--- config.mk ---
export PLATFORM = sky130hd
export DESIGN_NAME = irq_xfer_engine
export DESIGN_NICKNAME = d
export VERILOG_FILES = /design/src/rtl/irq_xfer_pkg.sv /design/src/rtl/irq_xfer_arb.sv /design/src/rtl/irq_xfer_ptr_step.sv /design/src/rtl/irq_xfer_desc_file.sv /design/src/rtl/irq_xfer_engine.sv
export SDC_FILE = /design/constraint.sdc
export NUM_CORES = 1
export LEC_CHECK = 0
export BUFFER_PORTS_ARGS = -buffer_cell sky130_fd_sc_hd__buf_2
export CAP_MARGIN = 20
export CORE_MARGIN = 4
export CORE_UTILIZATION = 55
export CTS_BUF_LIST = sky130_fd_sc_hd__clkbuf_4
export DETAILED_ROUTE_END_ITERATION = 10
export PLACE_DENSITY = 0.75
export SLEW_MARGIN = 25
export SYNTH_ARGS = -nofsm -noshare
export SYNTH_HDL_FRONTEND = slang
export SYNTH_SLANG_ARGS = --single-unit
--- constraint.sdc ---
create_clock -name clk_i -period 5.05 [get_ports clk_i]
set_clock_uncertainty 0.2 [all_clocks]
set_input_delay 0.2525 -clock clk_i [delete_from_list [all_inputs] [get_ports clk_i]]
set_output_delay 0.2525 -clock clk_i [all_outputs]
set_load 0.01 [all_outputs]
--- src/rtl/irq_xfer_pkg.sv ---
package irq_xfer_pkg;
  localparam int unsigned CTL_W    = 8;
  localparam int unsigned DATA_W   = 16;
  localparam int unsigned CTL_IOA_FIX = 0;
  localparam int unsigned CTL_BAP_FIX = 1;
  localparam int unsigned CTL_WORD    = 2;
  localparam int unsigned CTL_DIR     = 3;
  localparam int unsigned CTL_TERM    = 4;

  localparam logic [1:0] RES_MORE = 2'b00;
  localparam logic [1:0] RES_DONE = 2'b01;
  localparam logic [1:0] RES_TERM = 2'b11;

  typedef enum logic [2:0] {
    ST_IDLE,
    ST_FETCH,
    ST_RD,
    ST_WR,
    ST_UPD
  } xfer_state_e;
endpackage

--- src/rtl/irq_xfer_arb.sv ---
module irq_xfer_arb #(
  parameter int unsigned NCH  = 4,
  parameter int unsigned CH_W = 2
) (
  input  logic [NCH-1:0]  req_i,
  output logic            any_o,
  output logic [CH_W-1:0] idx_o
);
  always_comb begin
    idx_o = '0;
    for (int i = NCH - 1; i >= 0; i--) begin
      if (req_i[i]) idx_o = CH_W'(i);
    end
  end
  assign any_o = |req_i;
endmodule

--- src/rtl/irq_xfer_ptr_step.sv ---
module irq_xfer_ptr_step #(
  parameter int unsigned W = 16
) (
  input  logic [W-1:0] ptr_i,
  input  logic         fixed_i,
  input  logic         word_i,
  output logic [W-1:0] ptr_o
);
  logic [W-1:0] step;
  assign step  = word_i ? W'(2) : W'(1);
  assign ptr_o = fixed_i ? ptr_i : ptr_i + step;
endmodule

--- src/rtl/irq_xfer_desc_file.sv ---
module irq_xfer_desc_file #(
  parameter int unsigned NCH   = 4,
  parameter int unsigned CH_W  = 2,
  parameter int unsigned CTL_W = 8,
  parameter int unsigned IOA_W = 16,
  parameter int unsigned BAP_W = 24,
  parameter int unsigned CNT_W = 16
) (
  input  logic             clk_i,
  input  logic             rst_ni,
  input  logic             cfg_we_i,
  input  logic [CH_W-1:0]  cfg_ch_i,
  input  logic [CTL_W-1:0] cfg_ctrl_i,
  input  logic [IOA_W-1:0] cfg_ioa_i,
  input  logic [BAP_W-1:0] cfg_bap_i,
  input  logic [CNT_W-1:0] cfg_cnt_i,
  input  logic             cfg_en_i,
  input  logic             upd_we_i,
  input  logic [CH_W-1:0]  upd_ch_i,
  input  logic [IOA_W-1:0] upd_ioa_i,
  input  logic [BAP_W-1:0] upd_bap_i,
  input  logic [CNT_W-1:0] upd_cnt_i,
  input  logic [1:0]       upd_res_i,
  input  logic             upd_keep_en_i,
  input  logic [CH_W-1:0]  eng_ch_i,
  output logic [CTL_W-1:0] eng_ctrl_o,
  output logic [IOA_W-1:0] eng_ioa_o,
  output logic [BAP_W-1:0] eng_bap_o,
  output logic [CNT_W-1:0] eng_cnt_o,
  output logic [NCH-1:0]   en_vec_o,
  input  logic [CH_W-1:0]  rd_ch_i,
  output logic [CTL_W-1:0] rd_ctrl_o,
  output logic [IOA_W-1:0] rd_ioa_o,
  output logic [BAP_W-1:0] rd_bap_o,
  output logic [CNT_W-1:0] rd_cnt_o,
  output logic             rd_en_o,
  output logic [1:0]       rd_res_o
);
  logic [CTL_W-1:0] ctrl_q [NCH];
  logic [IOA_W-1:0] ioa_q  [NCH];
  logic [BAP_W-1:0] bap_q  [NCH];
  logic [CNT_W-1:0] cnt_q  [NCH];
  logic [1:0]       res_q  [NCH];
  logic             en_q   [NCH];

  // engine write-back wins over a configuration write to the same channel
  always_ff @(posedge clk_i or negedge rst_ni) begin
    if (!rst_ni) begin
      for (int i = 0; i < NCH; i++) begin
        ctrl_q[i] <= '0;
        ioa_q[i]  <= '0;
        bap_q[i]  <= '0;
        cnt_q[i]  <= '0;
        res_q[i]  <= '0;
        en_q[i]   <= 1'b0;
      end
    end else begin
      for (int i = 0; i < NCH; i++) begin
        if (upd_we_i && upd_ch_i == CH_W'(i)) begin
          ioa_q[i] <= upd_ioa_i;
          bap_q[i] <= upd_bap_i;
          cnt_q[i] <= upd_cnt_i;
          res_q[i] <= upd_res_i;
          en_q[i]  <= en_q[i] & upd_keep_en_i;
        end else if (cfg_we_i && cfg_ch_i == CH_W'(i)) begin
          ctrl_q[i] <= cfg_ctrl_i;
          ioa_q[i]  <= cfg_ioa_i;
          bap_q[i]  <= cfg_bap_i;
          cnt_q[i]  <= cfg_cnt_i;
          res_q[i]  <= 2'b00;
          en_q[i]   <= cfg_en_i;
        end
      end
    end
  end

  always_comb begin
    for (int i = 0; i < NCH; i++) en_vec_o[i] = en_q[i];
  end

  assign eng_ctrl_o = ctrl_q[eng_ch_i];
  assign eng_ioa_o  = ioa_q[eng_ch_i];
  assign eng_bap_o  = bap_q[eng_ch_i];
  assign eng_cnt_o  = cnt_q[eng_ch_i];

  assign rd_ctrl_o = ctrl_q[rd_ch_i];
  assign rd_ioa_o  = ioa_q[rd_ch_i];
  assign rd_bap_o  = bap_q[rd_ch_i];
  assign rd_cnt_o  = cnt_q[rd_ch_i];
  assign rd_en_o   = en_q[rd_ch_i];
  assign rd_res_o  = res_q[rd_ch_i];
endmodule

--- src/rtl/irq_xfer_engine.sv ---
module irq_xfer_engine
  import irq_xfer_pkg::*;
#(
  parameter int unsigned NCH   = 4,
  parameter int unsigned IOA_W = 16,
  parameter int unsigned BAP_W = 24,
  parameter int unsigned CNT_W = 16,
  localparam int unsigned CH_W = (NCH > 1) ? $clog2(NCH) : 1
) (
  input  logic              clk_i,
  input  logic              rst_ni,
  input  logic [NCH-1:0]    req_i,
  input  logic [NCH-1:0]    term_i,
  output logic [NCH-1:0]    req_clr_o,
  output logic [NCH-1:0]    irq_o,
  output logic              busy_o,
  input  logic              cfg_we_i,
  input  logic [CH_W-1:0]   cfg_ch_i,
  input  logic [CTL_W-1:0]  cfg_ctrl_i,
  input  logic [IOA_W-1:0]  cfg_ioa_i,
  input  logic [BAP_W-1:0]  cfg_bap_i,
  input  logic [CNT_W-1:0]  cfg_cnt_i,
  input  logic              cfg_en_i,
  input  logic [CH_W-1:0]   rd_ch_i,
  output logic [CTL_W-1:0]  rd_ctrl_o,
  output logic [IOA_W-1:0]  rd_ioa_o,
  output logic [BAP_W-1:0]  rd_bap_o,
  output logic [CNT_W-1:0]  rd_cnt_o,
  output logic              rd_en_o,
  output logic [1:0]        rd_res_o,
  output logic              mem_req_o,
  output logic              mem_we_o,
  output logic              mem_word_o,
  output logic [BAP_W-1:0]  mem_addr_o,
  output logic [DATA_W-1:0] mem_wdata_o,
  input  logic [DATA_W-1:0] mem_rdata_i,
  input  logic              mem_ready_i
);
  xfer_state_e       state_q;
  logic [CH_W-1:0]   ch_q;
  logic [CTL_W-1:0]  ctl_q;
  logic [IOA_W-1:0]  ioa_q;
  logic [BAP_W-1:0]  bap_q;
  logic [CNT_W-1:0]  cnt_q;
  logic [DATA_W-1:0] data_q;
  logic              term_q;
  logic [NCH-1:0]    irq_pend_q;
  logic [NCH-1:0]    clr_q;

  logic [NCH-1:0]   eligible;
  logic             arb_any;
  logic [CH_W-1:0]  arb_idx;
  logic [NCH-1:0]   en_vec;
  logic [CTL_W-1:0] eng_ctrl;
  logic [IOA_W-1:0] eng_ioa;
  logic [BAP_W-1:0] eng_bap;
  logic [CNT_W-1:0] eng_cnt;
  logic [IOA_W-1:0] ioa_nxt;
  logic [BAP_W-1:0] bap_nxt;
  logic [CNT_W-1:0] cnt_dec;
  logic             cnt_last;
  logic [NCH-1:0]   ch_onehot;
  logic [NCH-1:0]   irq_set;
  logic             upd_we;
  logic [IOA_W-1:0] upd_ioa;
  logic [BAP_W-1:0] upd_bap;
  logic [CNT_W-1:0] upd_cnt;
  logic [1:0]       upd_res;
  logic             upd_keep_en;
  logic [BAP_W-1:0] ioa_ext;
  logic [BAP_W-1:0] src_addr;
  logic [BAP_W-1:0] dst_addr;
  logic             start_ok;
  logic             start_irq;

  // a pending interrupt or a clear in flight keeps a channel out of arbitration
  assign eligible = req_i & ~irq_pend_q & ~clr_q;

  irq_xfer_arb #(.NCH(NCH), .CH_W(CH_W)) u_arb (
    .req_i (eligible),
    .any_o (arb_any),
    .idx_o (arb_idx)
  );

  irq_xfer_desc_file #(
    .NCH(NCH), .CH_W(CH_W), .CTL_W(CTL_W),
    .IOA_W(IOA_W), .BAP_W(BAP_W), .CNT_W(CNT_W)
  ) u_desc (
    .clk_i         (clk_i),
    .rst_ni        (rst_ni),
    .cfg_we_i      (cfg_we_i),
    .cfg_ch_i      (cfg_ch_i),
    .cfg_ctrl_i    (cfg_ctrl_i),
    .cfg_ioa_i     (cfg_ioa_i),
    .cfg_bap_i     (cfg_bap_i),
    .cfg_cnt_i     (cfg_cnt_i),
    .cfg_en_i      (cfg_en_i),
    .upd_we_i      (upd_we),
    .upd_ch_i      (ch_q),
    .upd_ioa_i     (upd_ioa),
    .upd_bap_i     (upd_bap),
    .upd_cnt_i     (upd_cnt),
    .upd_res_i     (upd_res),
    .upd_keep_en_i (upd_keep_en),
    .eng_ch_i      (ch_q),
    .eng_ctrl_o    (eng_ctrl),
    .eng_ioa_o     (eng_ioa),
    .eng_bap_o     (eng_bap),
    .eng_cnt_o     (eng_cnt),
    .en_vec_o      (en_vec),
    .rd_ch_i       (rd_ch_i),
    .rd_ctrl_o     (rd_ctrl_o),
    .rd_ioa_o      (rd_ioa_o),
    .rd_bap_o      (rd_bap_o),
    .rd_cnt_o      (rd_cnt_o),
    .rd_en_o       (rd_en_o),
    .rd_res_o      (rd_res_o)
  );

  irq_xfer_ptr_step #(.W(IOA_W)) u_ioa_step (
    .ptr_i   (ioa_q),
    .fixed_i (ctl_q[CTL_IOA_FIX]),
    .word_i  (ctl_q[CTL_WORD]),
    .ptr_o   (ioa_nxt)
  );

  irq_xfer_ptr_step #(.W(BAP_W)) u_bap_step (
    .ptr_i   (bap_q),
    .fixed_i (ctl_q[CTL_BAP_FIX]),
    .word_i  (ctl_q[CTL_WORD]),
    .ptr_o   (bap_nxt)
  );

  assign ch_onehot = NCH'(1) << ch_q;
  assign cnt_dec   = cnt_q - CNT_W'(1);
  assign cnt_last  = (cnt_dec == '0);
  assign start_ok  = (state_q == ST_IDLE) && arb_any && en_vec[arb_idx];
  assign start_irq = (state_q == ST_IDLE) && arb_any && !en_vec[arb_idx];

  always_comb begin
    upd_we      = (state_q == ST_UPD);
    upd_ioa     = ioa_q;
    upd_bap     = bap_q;
    upd_cnt     = cnt_q;
    upd_res     = RES_TERM;
    upd_keep_en = 1'b0;
    if (!term_q) begin
      upd_ioa     = ioa_nxt;
      upd_bap     = bap_nxt;
      upd_cnt     = cnt_dec;
      upd_res     = cnt_last ? RES_DONE : RES_MORE;
      upd_keep_en = !cnt_last;
    end
  end

  always_comb begin
    irq_set = '0;
    if (start_irq) irq_set = NCH'(1) << arb_idx;
    if (upd_we && !upd_keep_en) irq_set = irq_set | ch_onehot;
  end

  assign ioa_ext  = {{(BAP_W - IOA_W){1'b0}}, ioa_q};
  assign src_addr = ctl_q[CTL_DIR] ? bap_q : ioa_ext;
  assign dst_addr = ctl_q[CTL_DIR] ? ioa_ext : bap_q;

  assign mem_req_o   = (state_q == ST_RD) || (state_q == ST_WR);
  assign mem_we_o    = (state_q == ST_WR);
  assign mem_word_o  = ctl_q[CTL_WORD];
  assign mem_addr_o  = (state_q == ST_WR) ? dst_addr : src_addr;
  assign mem_wdata_o = data_q;

  assign busy_o    = (state_q != ST_IDLE);
  assign irq_o     = irq_pend_q;
  assign req_clr_o = clr_q;

  always_ff @(posedge clk_i or negedge rst_ni) begin
    if (!rst_ni) begin
      state_q    <= ST_IDLE;
      ch_q       <= '0;
      ctl_q      <= '0;
      ioa_q      <= '0;
      bap_q      <= '0;
      cnt_q      <= '0;
      data_q     <= '0;
      term_q     <= 1'b0;
      irq_pend_q <= '0;
      clr_q      <= '0;
    end else begin
      irq_pend_q <= (irq_pend_q & req_i) | irq_set;
      clr_q      <= (upd_we && upd_keep_en) ? ch_onehot : '0;
      unique case (state_q)
        ST_IDLE: begin
          if (start_ok) begin
            ch_q    <= arb_idx;
            state_q <= ST_FETCH;
          end
        end
        ST_FETCH: begin
          ctl_q   <= eng_ctrl;
          ioa_q   <= eng_ioa;
          bap_q   <= eng_bap;
          cnt_q   <= eng_cnt;
          term_q  <= term_i[ch_q] & eng_ctrl[CTL_TERM];
          state_q <= (term_i[ch_q] & eng_ctrl[CTL_TERM]) ? ST_UPD : ST_RD;
        end
        ST_RD: begin
          if (mem_ready_i) begin
            data_q  <= ctl_q[CTL_WORD] ? mem_rdata_i : {8'h00, mem_rdata_i[7:0]};
            state_q <= ST_WR;
          end
        end
        ST_WR: begin
          if (mem_ready_i) state_q <= ST_UPD;
        end
        ST_UPD: begin
          state_q <= ST_IDLE;
        end
        default: state_q <= ST_IDLE;
      endcase
    end
  end
endmodule

* Word-level counts from Yosys, hierarchy flattened *
Cells that the tools add are included.

word-level totals
  bits in registers = 358
  input bits = 97
  output and inout port bits = 119

cells by class
  $add $sub $neg = 3
  order comparisons = 4
  eq/ne operators = 13
  shifts and indexed selects = 2
  multiplexer cells = 100
  bitwise logic cells = 18
  reduce and logical (&&, ||, !) cells = 34

operators by type and width
  operator                                            number
  two-way mux 16 bit                                  28
  two-way mux 24 bit                                  17
  binary-select mux 16 bit (select 2 bit)             4
  binary-select mux 24 bit (select 2 bit)             2
  two-way mux 2 bit                                   17
  binary-select mux 8 bit (select 2 bit)              2
  adder 24 bit                                        1
  adder 16 bit                                        1
  logical NOT 16 bit                                  1
  two-way mux 8 bit                                   2
  subtractor 16 x 1 -> 16 bit, second input constant  1
  two-way mux 1 bit                                   14
  logical AND 1 bit                                   13
  AND 4 bit                                           3
  two-way mux 3 bit                                   4
  two-way mux 4 bit                                   3
  one-hot mux 3 bit (4 select lines)                  1
  AND reduction 2 bit                                 6
  two-way mux 5 bit                                   2
  == test 2 bit, second input constant                4
  inverter 4 bit                                      2
  OR 4 bit                                            2
  nonzero test 2 bit                                  4
  left shift 1 x 2 -> 4 bit, first input constant     2
  other kinds (20)                                    38

* Logic depth before layout (Yosys ltp) *
  depth after elaboration = 15
  gate-level depth with buffers = 11
  gate-level depth less buffers = 10

* Modules after synthesis *
Synthesis repeated with hierarchy kept, for this count alone.

unflattened totals
  cell total of the unflattened synthesis = 2010
  area, all modules = 20598.5 µm²

modules (own cells, without submodules)
  module                          instances  cells an instance  area an instance (µm²)
  irq_xfer_desc_file              1          1505               14975.6
  irq_xfer_engine                 1          382                4728.3
  irq_xfer_ptr_step (u_bap_step)  1          71                 514.2
  irq_xfer_ptr_step (u_ioa_step)  1          45                 345.3
  irq_xfer_arb                    1          7                  35.0

* Worst setup path after synthesis *
No wires, ideal clock.

  path kind = register to register
  start point = register ctl_q[2]
  end point = register u_desc.bap_q[16] (netlist bit)
  library setup time = 0.134 ns
  arrival = 2.646 ns
  data required time = 4.716 ns
  setup slack = 2.070 ns
  stages on the path, launching flop included = 12
  period minus slack after synthesis = 2.980 ns
  cell sequence = dfrtp_1 -> clkbuf_1 -> inv_1 -> ha_1 -> inv_1 -> fa_1 -> nor3_1 -> nand4_1 -> and2b_1 -> nand3_1 -> xor2_1 -> o21ai_0

on the way
  longest elaborated chain between the ends = 5

ends and longest elaborated chain
  item                            line                      RTL
  start: declaration              irq_xfer_engine.sv:41     logic [CTL_W-1:0] ctl_q;
  start signal: assignment        irq_xfer_engine.sv:199    ctl_q <= eng_ctrl;
  two-way mux 2 bit               irq_xfer_ptr_step.sv:10   assign step = word_i ? W'(2) : W'(1);
  adder 24 bit                    irq_xfer_ptr_step.sv:11   assign ptr_o = fixed_i ? ptr_i : ptr_i + step;
  two-way mux 24 bit              irq_xfer_ptr_step.sv:11
  two-way mux 24 bit              irq_xfer_engine.sv:147    if (!term_q) begin
  two-way mux 24 bit              irq_xfer_desc_file.sv:59  if (upd_we_i && upd_ch_i == CH_W'(i)) begin
  end signal: indexed assignment  irq_xfer_desc_file.sv:61  bap_q[i] <= upd_bap_i;
  end signal: indexed assignment  irq_xfer_desc_file.sv:68  bap_q[i] <= cfg_bap_i;
  end: declaration                irq_xfer_desc_file.sv:41  logic [BAP_W-1:0] bap_q [NCH];

No other way between the ends.
A chain may end at the register's enable or synchronous reset.

* Final worst setup path *
  start point = register ctl_q[2]
  end point = register u_desc.ioa_q[28] (netlist bit)

on the way
  longest elaborated chain between the ends = 5

ends and longest elaborated chain
  item                            line                      RTL
  two-way mux 2 bit               irq_xfer_ptr_step.sv:10
  adder 16 bit                    irq_xfer_ptr_step.sv:11
  two-way mux 16 bit              irq_xfer_ptr_step.sv:11
  two-way mux 16 bit              irq_xfer_engine.sv:147
  two-way mux 16 bit              irq_xfer_desc_file.sv:59
  end signal: indexed assignment  irq_xfer_desc_file.sv:60  ioa_q[i] <= upd_ioa_i;
  end signal: indexed assignment  irq_xfer_desc_file.sv:67  ioa_q[i] <= cfg_ioa_i;
  end: declaration                irq_xfer_desc_file.sv:40  logic [IOA_W-1:0] ioa_q [NCH];

No other way between the ends.

==> flow_metrics.tcl <==
set metrics [dict create \
    run_status "finished clean" \
    pre_cts_slack_ns 1.705 \
    syn_avg_cell_area_um2 11.56 \
    min_period_over_period_pct 67.24 \
    syn-instance-count 1749 \
    synth_async_sr_flop_share_pct 100.0 \
    power.density_cell_area_mw_per_mm2 577.4 \
    holdCritPathClass "in -> reg" \
    fmaxAchievable_mhz 294.5 \
    grt_first_pass_wirelength_mm 91.73 \
    dominant_combinational_cell_family_by_area_after_synthesis "multiplexers" \
    worst_slew_pin_slew_ns 1.025 \
    route.vias.total 16020 \
    post_cts_buffers 0 \
    timing.final.crit_period_ns 3.396 \
    synth.yosys.seq_area_share_pct 44.29 \
    mappedNetlistNets 1854 \
    rows 69 \
    route.detailed.drc 0 \
    crit_path_frequent_cell "sky130_fd_sc_hd__inv_1" \
    weighted_congestion_reported_at_the_end_of_routability_driven_placement 0.8473 \
    post_detail_place_hpwl_mm 35.81 \
    layout-drive-gt1-share_pct 35.02 \
    cts.clk_slew.worst_paths_ns 0.07 \
    synth_area_leader_cell "sky130_fd_sc_hd__dfrtp_1" \
    detail_route.wirelength_mm 58.44 \
    critical_path.max_stage_delay_ns 0.62 \
    peak_supply_drop_v 0.0002920 \
    die_w_um 199.8 \
    synth_compound_area_share_pct 8.599 \
    cts_max_level 3 \
    regToRegEndpoint "u_desc.ioa_q[28]$_DFFE_PN0P_" \
    synth_edf_count 0 \
    grt_max_degree 126 \
    floorplan.initialDensity_pct 56.32 \
    timing.critical_path.arrival_ns 3.89 \
    syn2layout_area_growth_pct 17.84 \
    worst_min_delay_path_startpoint "mem_rdata_i[7]" \
    count_of_different_cell_masters_after_synthesis 65 \
    yosysWarningCount 0 \
    vias_per_cell 6.199 \
    cts_buffers 95 \
    totalNegativeSetupSlack_ns 0 \
    cts_resized 0 \
    worst_hold_path.num_cells 3 \
    synth_adder_area_share_pct 0.5691 \
    placeableCoreArea_mm2 0.03591 \
    grt_overflow 0 \
    crit_chain "inv_1, ha_1, inv_1, fa_1, nor4b_1, nand3_1, nor2_1, xor2_1, nand2_1, o21ai_0" \
    reg2reg_slack_ns 1.65 \
    post_cts_hold_buffer_count 101 \
    tritoncts_num_sinks 358 \
    wire_per_inst_um 22.62 \
    slew-limit-headroom_pct 31.65 \
    yosys_most_used_dff "sky130_fd_sc_hd__dfrtp_1" \
    synth_top_cells_by_area "sky130_fd_sc_hd__dfrtp_1 44%, sky130_fd_sc_hd__mux4_2 14%, sky130_fd_sc_hd__mux2_2 11%, sky130_fd_sc_hd__mux2i_1 6.0%, sky130_fd_sc_hd__o21ai_0 4.2%" \
    critPathCaptureType "flip-flop" \
    antenna_found_initial 2 \
    area.sequential_mm2 0.008966 \
    ys_top_cells_by_count "358 x sky130_fd_sc_hd__dfrtp_1, 212 x sky130_fd_sc_hd__nand2_1, 195 x sky130_fd_sc_hd__mux2_2, 171 x sky130_fd_sc_hd__o21ai_0, 127 x sky130_fd_sc_hd__mux4_2" \
    synth.mux.area_fraction_pct 31.04 \
    fp.dieArea_mm2 0.03991 \
    post_synth_xor_area_fraction_pct 2.369 \
    timing.final.max_slew_violations 0 \
    count_of_nets_after_finishing 2160 \
    dr.pass1.iters 5 \
    worstRegToRegCells 10 \
    die_h_um 199.8 \
    startpoint_type "flip-flop" \
    cap_viol_max_count 0 \
    layout.filler_cells 2720 \
    grt_usage_pct 29.39 \
    synth.ff_latch_count 358 \
    post-synth-top-count-cell "sky130_fd_sc_hd__dfrtp_1" \
    ctsRootBufferMaster "sky130_fd_sc_hd__clkbuf_4" \
    io_buffers 215 \
    worst_hold_path.endpoint "mem_wdata_o[7]$_DFFE_PN0P_" \
    timing_worst_setup_path_type "reg -> reg" \
    ant_nets 0 \
    final-hold-violation-count 0 \
    setup-violations-final 0 \
    p_leak_nw 10.44 \
    insertion_delay_ns 0.80 \
    detailedRoute.firstIterationViolations 1276 \
    critical-path-slowest-cell "sky130_fd_sc_hd__nor4b_1" \
    crit_path_max_fanout 12 \
    synthDominantCellAreaShare_pct 44.29 \
    r2r_start "ctl_q[2]$_DFFE_PN0P_" \
    tritoncts_clock_tree "built" \
    worst_slack_ns 1.654 \
    multi_input_area_mm2 0.01070 \
    via_count_of_the_first_global_routing_pass 16420 \
    synthesis.area_mm2 0.02023 \
    yosys.area_share.simple_pct 10.02 \
    pin_count 216 \
    rsz0062_at_grt "no" \
    worst-endpoint-required_ns 5.54 \
    cts_max_path_buffers 3 \
]
==> area by class of cell <==
type	instances	area share [%]
inverters	11	0.1732
clock inverters	17	0.4882
repair buffers	343	9.848
flip-flops and latches	358	37.62
clock buffers	144	4.536
multi-input cells	1246	44.87
well taps	461	2.420
diodes	4	0.04200
==> layout by cell type, fill, tap and decap left out, drive strengths merged, types with 2 or more instances in the layout <==
cell type and n:
dfrtp 358, buf 243, nand2 212, mux2 195
o21ai 179, clkbuf 144, mux4 127, mux2i 122
dlygate4sd3 100, a21oi 84, nor2 73, xor2 33
and2 31, a211oi 28, nand3 21, xnor2 20
clkinv 15, nand4 15, nor3 13, nor2b 12
inv 11, and3 10, nor3b 7, and4 6
ha 6, nand3b 5, nor4 5, diode 4
nand4b 4, nand2b 4, o22ai 4, o21a 3
or3b 3, nor4b 2, a22o 2, o31ai 2
fa 2, bufinv 2, o211ai 2
==> power breakdown <==
group          internal [W]  switching (W)
clock               0.00139        0.00122
sequential          0.00410        0.00133
combinational       0.00300        0.00273
==> critical path: cells and delay by family, from the launching register on <==
kind	cells	cell delay, ns
compound gates	1	0.09
fa+ha+maj	2	0.58
buf+inv	2	0.32
flops	1	0.54
xor+xnor	1	0.29
simple gates	4	1.29
==> per-stage QoR <==
step                power, W  instances  hold WS (ns)  cell area (µm²)  util (%)
global route         0.01459       2582       0.02195            23830     66.35
finish               0.01376       2584       0.06343            23830     66.36
global placement     0.01076       2318        0.1840            21590     60.11
detailed placement   0.01103       2318        0.1854            21600     60.14
CTS                  0.01375       2580     0.0007152            23820     66.34
floorplan           0.009126       1749       -0.2431            20230         -
==> worst max path at each step <==
| stage | start | to | slack, ns | depth (start not counted) |
|---|---|---|---|---|
| finish | ctl_q[2]$_DFFE_PN0P_ | u_desc.ioa_q[28]$_DFFE_PN0P_ | 1.65 | 10 |
| global route | ctl_q[2]$_DFFE_PN0P_ | u_desc.ioa_q[42]$_DFFE_PN0P_ | 1.41 | 10 |
| CTS | state_q[1]$_DFFE_PN0P_ | mem_addr_o[6] | 1.64 | 5 |
| detailed placement | ctl_q[2]$_DFFE_PN0P_ | u_desc.ioa_q[28]$_DFFE_PN0P_ | 1.71 | 10 |
| global placement | ctl_q[2]$_DFFE_PN0P_ | u_desc.ioa_q[44]$_DFFE_PN0P_ | 1.78 | 10 |
| floorplan | ctl_q[2]$_DFFE_PN0P_ | u_desc.bap_q[16]$_DFFE_PN0P_ | 2.07 | 11 |
==> registers in the layout, summed over array words and instances, names as in the netlist <==
register and count:
u_desc.ctrl_q 32, state_q 3, ctl_q 4, ch_q 2, term_q 1, u_desc.bap_q 96
u_desc.res_q 8, u_desc.ioa_q 64, req_clr_o 4, mem_wdata_o 16, irq_o 4, u_desc.en_vec_o 4
cnt_q 16, u_desc.cnt_q 64, bap_q 24, ioa_q 16
==> kinds of logic (layout without fill, tap and decap cells) <==
group	count (synthesis)	after routing
compound gates	313	313
xor+xnor	53	53
fa+ha+maj	8	8
buf+inv	145	515
flops	358	358
mux	444	444
other cells	0	4
simple gates	428	428
==> routing by layer <==
metal | share of wire, % | track usage, % | vias to the layer above
met4 | 2.6 | 9.409 | 2
met5 | 0.022 | 0 | -
li1 | - | - | 7088
met1 | 41 | 40.52 | 8110
met2 | 49 | 47.98 | 695
met3 | 7.4 | 5.556 | 124
No activity file was read; power rests on OpenSTA's default activity.
